`config.mk`:
```
export PLATFORM = sky130hd
export DESIGN_NAME = legacy_nmi_gate
export DESIGN_NICKNAME = d
export VERILOG_FILES = /design/src/rtl/nmi_gate_pkg.sv /design/src/rtl/nmi_src_latch.sv /design/src/rtl/nmi_regfile.sv /design/src/rtl/legacy_nmi_gate.sv
export SDC_FILE = /design/constraint.sdc
export NUM_CORES = 2
export LEC_CHECK = 0
export BUFFER_PORTS_ARGS = -buffer_cell sky130_fd_sc_hd__buf_2
export CORE_MARGIN = 5
export CORE_UTILIZATION = 45
export CTS_CLUSTER_SIZE = 40
export DETAILED_ROUTE_END_ITERATION = 8
export PLACE_DENSITY = 0.72
export SYNTH_ARGS = -nofsm -noshare
export SYNTH_HDL_FRONTEND = slang
export SYNTH_SLANG_ARGS = --single-unit
```
`constraint.sdc`:
```
create_clock -name clk -period 5.6 [get_ports clk]
set_clock_uncertainty 0.2 [all_clocks]
set_input_delay 0.84 -clock clk [delete_from_list [all_inputs] [get_ports clk]]
set_output_delay 0.84 -clock clk [all_outputs]
set_load 0.03 [all_outputs]
```
`src/rtl/nmi_gate_pkg.sv`:
```
// Package: shared constants and types for the legacy NMI gate.
// Assumes an 8-bit I/O bus and a 7-bit register index field.
package nmi_gate_pkg;
    localparam int DATA_W = 8;
    localparam int IDX_W  = 7;

    // Control nibble of the status/control port; bit order is decoded by software.
    typedef struct packed {
        logic       chan_dis;   // bit 3
        logic       sys_dis;    // bit 2
        logic [1:0] spare;      // bits 1:0
    } nmi_ctl_t;

    typedef enum logic [1:0] {
        SEL_NONE = 2'd0,
        SEL_STAT = 2'd1,
        SEL_IDX  = 2'd2,
        SEL_DAT  = 2'd3
    } port_sel_e;
endpackage

```
`src/rtl/nmi_src_latch.sv`:
```
// Module: sticky pending bit for one NMI cause.
// Assumes dis_nxt_i is the disable value that holds after this cycle's write.
module nmi_src_latch (
    input  logic clk,
    input  logic rst_n,
    input  logic src_i,
    input  logic dis_nxt_i,
    output logic pend_o
);
    // Set on the cause, hold until disabled, and stay clear while disabled.
    always_ff @(posedge clk) begin
        if (!rst_n)
            pend_o <= 1'b0;
        else if (dis_nxt_i)
            pend_o <= 1'b0;
        else
            pend_o <= pend_o | src_i;
    end
endmodule

```
`src/rtl/nmi_regfile.sv`:
```
// Module: small byte register file behind the data port.
// Assumes DEPTH <= 2**IW; an out-of-range index reads 0 and ignores writes.
module nmi_regfile #(
    parameter int DEPTH = 128,
    parameter int IW    = 7,
    parameter int DW    = 8
) (
    input  logic          clk,
    input  logic          rst_n,
    input  logic          we_i,
    input  logic [IW-1:0] idx_i,
    input  logic [DW-1:0] wdata_i,
    output logic [DW-1:0] rdata_o
);
    logic [DW-1:0] mem_q [DEPTH];

    // Clear every entry on reset and store on a data port write.
    always_ff @(posedge clk) begin
        if (!rst_n) begin
            for (int i = 0; i < DEPTH; i++) mem_q[i] <= '0;
        end else if (we_i && (int'(idx_i) < DEPTH)) begin
            mem_q[idx_i] <= wdata_i;
        end
    end

    // Return the selected entry without any side effect.
    always_comb begin
        rdata_o = '0;
        for (int i = 0; i < DEPTH; i++)
            if (int'(idx_i) == i) rdata_o = mem_q[i];
    end
endmodule

```
`src/rtl/legacy_nmi_gate.sv`:
```
// Module: gathers two NMI causes, exposes status/control on one port, masks the
// NMI line through the bit 7 of the shared index port, and hosts the register file.
// Assumes single-cycle strobes; read data is combinational within the read cycle.
module legacy_nmi_gate #(
    parameter logic [7:0] STAT_ADDR = 8'h61,
    parameter logic [7:0] IDX_ADDR  = 8'h70,
    parameter logic [7:0] DAT_ADDR  = 8'h71,
    parameter int         RF_DEPTH  = 128
) (
    input  logic       clk,
    input  logic       rst_n,
    input  logic [7:0] io_addr,
    input  logic       io_rd,
    input  logic       io_wr,
    input  logic [7:0] io_wdata,
    output logic [7:0] io_rdata,
    input  logic       sys_err_i,
    input  logic       chan_chk_i,
    output logic       nmi_o
);
    import nmi_gate_pkg::*;

    localparam int NSRC = 2;   // index 1 = system error, index 0 = channel check

    port_sel_e              sel;
    nmi_ctl_t               ctl_q, ctl_nxt;
    logic                   mask_q;
    logic [IDX_W-1:0]       idx_q;
    logic [NSRC-1:0]        src_in, dis_nxt, dis_now, pend;
    logic [DATA_W-1:0]      rf_rdata;

    // Decode the addressed port.
    always_comb begin
        if (io_addr == STAT_ADDR)     sel = SEL_STAT;
        else if (io_addr == IDX_ADDR) sel = SEL_IDX;
        else if (io_addr == DAT_ADDR) sel = SEL_DAT;
        else                          sel = SEL_NONE;
    end

    // Next control nibble: the write value on a status port write, else hold.
    always_comb begin
        ctl_nxt = ctl_q;
        if (io_wr && sel == SEL_STAT) ctl_nxt = nmi_ctl_t'(io_wdata[3:0]);
    end

    // Control register: both causes disabled after reset.
    always_ff @(posedge clk) begin
        if (!rst_n) ctl_q <= '{chan_dis: 1'b1, sys_dis: 1'b1, spare: 2'b00};
        else        ctl_q <= ctl_nxt;
    end

    // Mask and index register: masked after reset.
    always_ff @(posedge clk) begin
        if (!rst_n) begin
            mask_q <= 1'b1;
            idx_q  <= '0;
        end else if (io_wr && sel == SEL_IDX) begin
            mask_q <= io_wdata[7];
            idx_q  <= io_wdata[IDX_W-1:0];
        end
    end

    assign src_in  = {sys_err_i, chan_chk_i};
    assign dis_nxt = {ctl_nxt.sys_dis, ctl_nxt.chan_dis};
    assign dis_now = {ctl_q.sys_dis, ctl_q.chan_dis};

    // One sticky pending bit per cause.
    for (genvar g = 0; g < NSRC; g++) begin : g_src
        nmi_src_latch u_latch (
            .clk       (clk),
            .rst_n     (rst_n),
            .src_i     (src_in[g]),
            .dis_nxt_i (dis_nxt[g]),
            .pend_o    (pend[g])
        );
    end

    nmi_regfile #(
        .DEPTH (RF_DEPTH),
        .IW    (IDX_W),
        .DW    (DATA_W)
    ) u_rf (
        .clk     (clk),
        .rst_n   (rst_n),
        .we_i    (io_wr && sel == SEL_DAT),
        .idx_i   (idx_q),
        .wdata_i (io_wdata),
        .rdata_o (rf_rdata)
    );

    // Read mux: zero unless a decoded read is in progress.
    always_comb begin
        io_rdata = '0;
        if (io_rd) begin
            case (sel)
                SEL_STAT: io_rdata = {pend[1], pend[0], 2'b00, ctl_q};
                SEL_IDX:  io_rdata = {mask_q, idx_q};
                SEL_DAT:  io_rdata = rf_rdata;
                default:  io_rdata = '0;
            endcase
        end
    end

    // NMI line: unmasked OR of enabled pending causes.
    assign nmi_o = !mask_q && (|(pend & ~dis_now));
endmodule

```
==> flow_metrics.tcl <==
set metrics [dict create \
    min_period_ns 5.70 \
    timing.critical_path.cells "buf_12, or2_4, buf_4, or3_1, a31oi_1, nor4_2, o21a_1, o2111ai_1, a21oi_1, buf_4, a21oi_1, o32ai_1, buf_2" \
    synth-main-ff-cell "edfxtp_1" \
    numCtsBuffers 106 \
    grt_usage 0.309 \
    min_period_over_period 1.02 \
    max_freq_mhz 175 \
    synth-compound-area-share 0.150 \
    clkLatencyLatePin_ns 0.72 \
    syn_area_um2 50600 \
    clkSinkCount 1038 \
    finalHoldViolCount 0 \
    detail_route.vias_per_cell 6.76 \
    r2r_cells 5 \
    critPathKind "reg2out" \
    worstSetupStartpointType "flip-flop" \
    maxCapViolCount 0 \
    wl_um 193000 \
    synth_adder_area_share 0 \
    seq_power_share 0.530 \
    p_switching_mw 3.68 \
    htreeDepth 3 \
    synth_edf_count 1024 \
    maxSlewViolCount 0 \
    critPathTopFamily "compound AO/OA/AOI/OAI gates" \
    final_core_util 0.517 \
    grt_pass1_vias 40200 \
    die_h_um 345 \
    r2r_slack_ns 2.12 \
    yosysSeqAreaShare 0.613 \
    multiInputGateArea_um2 18100 \
    power.internal_mw 13.1 \
    final_common_cell "edfxtp_1" \
    ff_latch_area_um2 31000 \
    worstPathBufferInverterCount 4 \
    p_total_mw 16.8 \
    synth_area_per_cell_um2 10.9 \
    outcome "finished with violations" \
    area_growth_pct 14.5 \
    worst_pin_slew_ns 1.34 \
    place_hpwl_um 125000 \
    dp_slack_ns -0.157 \
    die-area_um2 119000 \
    drt-initial-drc-count 9145 \
    r2r_end "u_rf.mem_q[79][1]$_SDFFCE_PN0P_" \
    avgRoutedWirePerCell_um 30.6 \
    dr_total_vias 42600 \
    finalWorstSetupSlack_ns -0.0981 \
    violations "negative setup slack" \
    root_buffer "clkbuf_16" \
    critPathCaptureType "primary output" \
    boundaryPins 31 \
    yosysWarnings 0 \
    dp_cells 6093 \
    grt_pass1_wl_um 277000 \
    switching_share 0.219 \
    tritoncts "built" \
    synth_simple_gate_area_frac 0.164 \
    cp.required_ns 4.56 \
    hold_end "g_src[0].u_latch.pend_o$_SDFF_PP0_" \
    ir_drop_uv 236 \
    cts_max_path_buffers 3 \
    synthXorXnorAreaFrac 0 \
    rows 123 \
    grt_max_degree 102 \
    path_clk_slew_ns 0.06 \
    ys_seq_elements 1038 \
    port-buffer-count 30 \
    synth_mux_area_frac 0.0340 \
    synth_top_family_by_area "simple AND/OR/NAND/NOR gates" \
    firstDrtPassIters 7 \
    startpoint "idx_q[2]$_SDFFE_PN0P_" \
    syn_nets 4680 \
    dpl_cell_area_um2 54000 \
    hold_class "in2reg" \
    drive_gt1_frac 0.151 \
    pwr-share-comb 0.026 \
    drc_errors 0 \
    place.gp.congestion 1.04 \
    p_leak_nw 19.3 \
    ys_async_sr_fraction 0 \
    r2r-start "idx_q[2]$_SDFFE_PN0P_" \
    arrival_ns 4.66 \
    die_w_um 345 \
    netlist_instances 4658 \
    hold-worst-slack_ns 0.133 \
    holdPathStages 3 \
    finalSetupTns_ns -0.108 \
    setup_violations 2 \
    fillers 9793 \
    relSlewSlack 0.0991 \
    fp.coreArea_um2 112000 \
    pwr-share-clk 0.444 \
    powerDensity_nw_per_um2 290 \
    layout.cells.non_filler 6305 \
    antenna_found_initial 6 \
    stdcell_area_um2 57900 \
    grt-ovfl-total 0 \
    slowest_stage "dfxtp_4" \
    critPathMaxStageDelay_ns 0.58 \
    detail-route-antenna-nets 0 \
    netlist-cell-type-count 96 \
    final_cell_mix "edfxtp_1 (1024), nor2_1 (1010), o21ai_0 (351)" \
    nNetsFinal 4735 \
    critPathMaxFanout 42 \
    min_from "chan_chk_i" \
    initial_core_util 0.452 \
]
how the worst max path moves through the flow:
stage,to,slack (ns),depth (start not counted)
floorplan,io_rdata[2],1.13,9
global placement,io_rdata[7],-0.16,13
detailed placement,io_rdata[7],-0.16,13
CTS,io_rdata[3],0.0002,12
global route,io_rdata[1],-0.06,13
finish,io_rdata[1],-0.1,13
final cells by class:
type                       instances  area share
multi-input combinational       3151       0.312
tap                             1500      0.0324
clock inverter                    70      0.0144
antenna                            8    0.000345
clock buffer                     122      0.0472
inverter                          11    0.000842
sequential                      1038       0.536
timing repair buffer             405      0.0569
flip-flops by register name (all words and copies together) (netlist names):
name,flops
g_src.u_latch.pend_o,2
mask_q,1
u_rf.mem_q,1024
ctl_q,4
idx_q,7
power by group through the flow:
| stage | Sequential (mW) | Clock (mW) | Combinational (mW) |
|---|---|---|---|
| final | 8.89 | 7.45 | 0.438 |
| after global routing | 8.89 | 7.77 | 0.457 |
| after CTS | 8.88 | 7.45 | 0.425 |
| after detailed placement | 9.04 | 0 | 0.422 |
| after global placement | 9.03 | 0 | 0.414 |
| after floorplan | 8.98 | 0 | 0.216 |
tightest hold or removal path, stage by stage:
cell and delay, ns:
buf_2 0.08, nor2_1 0.03, nor2_1 0.06
routing by layer:
layer  part of all wire  track usage  routed length [um]
met1               0.35        0.414               68400
met4              0.074        0.186               14300
met2               0.42        0.444               80900
met5            0.00017            0                  33
met3               0.15       0.0958               29300
synth_stat cells (all sizes together), types with 12 or more instances:
cell type,number,share of area
a2111oi,20,0.0039
a211oi,50,0.0074
a21o,14,0.0021
a21oi,195,0.019
a221o,13,0.0026
a221oi,43,0.0074
a22o,15,0.0026
a22oi,60,0.0089
a31oi,34,0.0042
a32oi,19,0.0033
and2,243,0.030
and3,27,0.0033
buf,172,0.016
clkbuf,286,0.021
dfxtp,14,0.0055
edfxtp,1024,0.61
mux2,41,0.0091
mux2i,110,0.022
nand2,270,0.020
nand2b,22,0.0027
nand3,88,0.0090
nand4,20,0.0025
nor2,1015,0.075
nor2b,22,0.0027
nor3,36,0.0039
nor4,14,0.0020
o2111ai,18,0.0031
o211ai,38,0.0056
o21a,12,0.0018
o21ai,362,0.036
o221ai,36,0.0062
o22ai,115,0.014
o2bb2ai,16,0.0028
o31ai,12,0.0018
cells by family (layout without fill, tap and decap cells):
logic type | after synthesis | in the layout
multiplexers | 158 | 158
AND/OR/NAND/NOR | 1827 | 1827
AO/OA/AOI/OAI | 1166 | 1166
other | 0 | 8
flip-flops | 1038 | 1038
buffers and inverters | 469 | 608
what timing repair did:
action / in CTS / in global routing
hold buffers: 0 / 0
resized for setup: 37 / 42
buffers inserted: 2 / 10
endpoints found under the setup margin: 8 / 8
pin swaps: 2 / 5
Note: power is estimated with default switching activity, not from simulation.
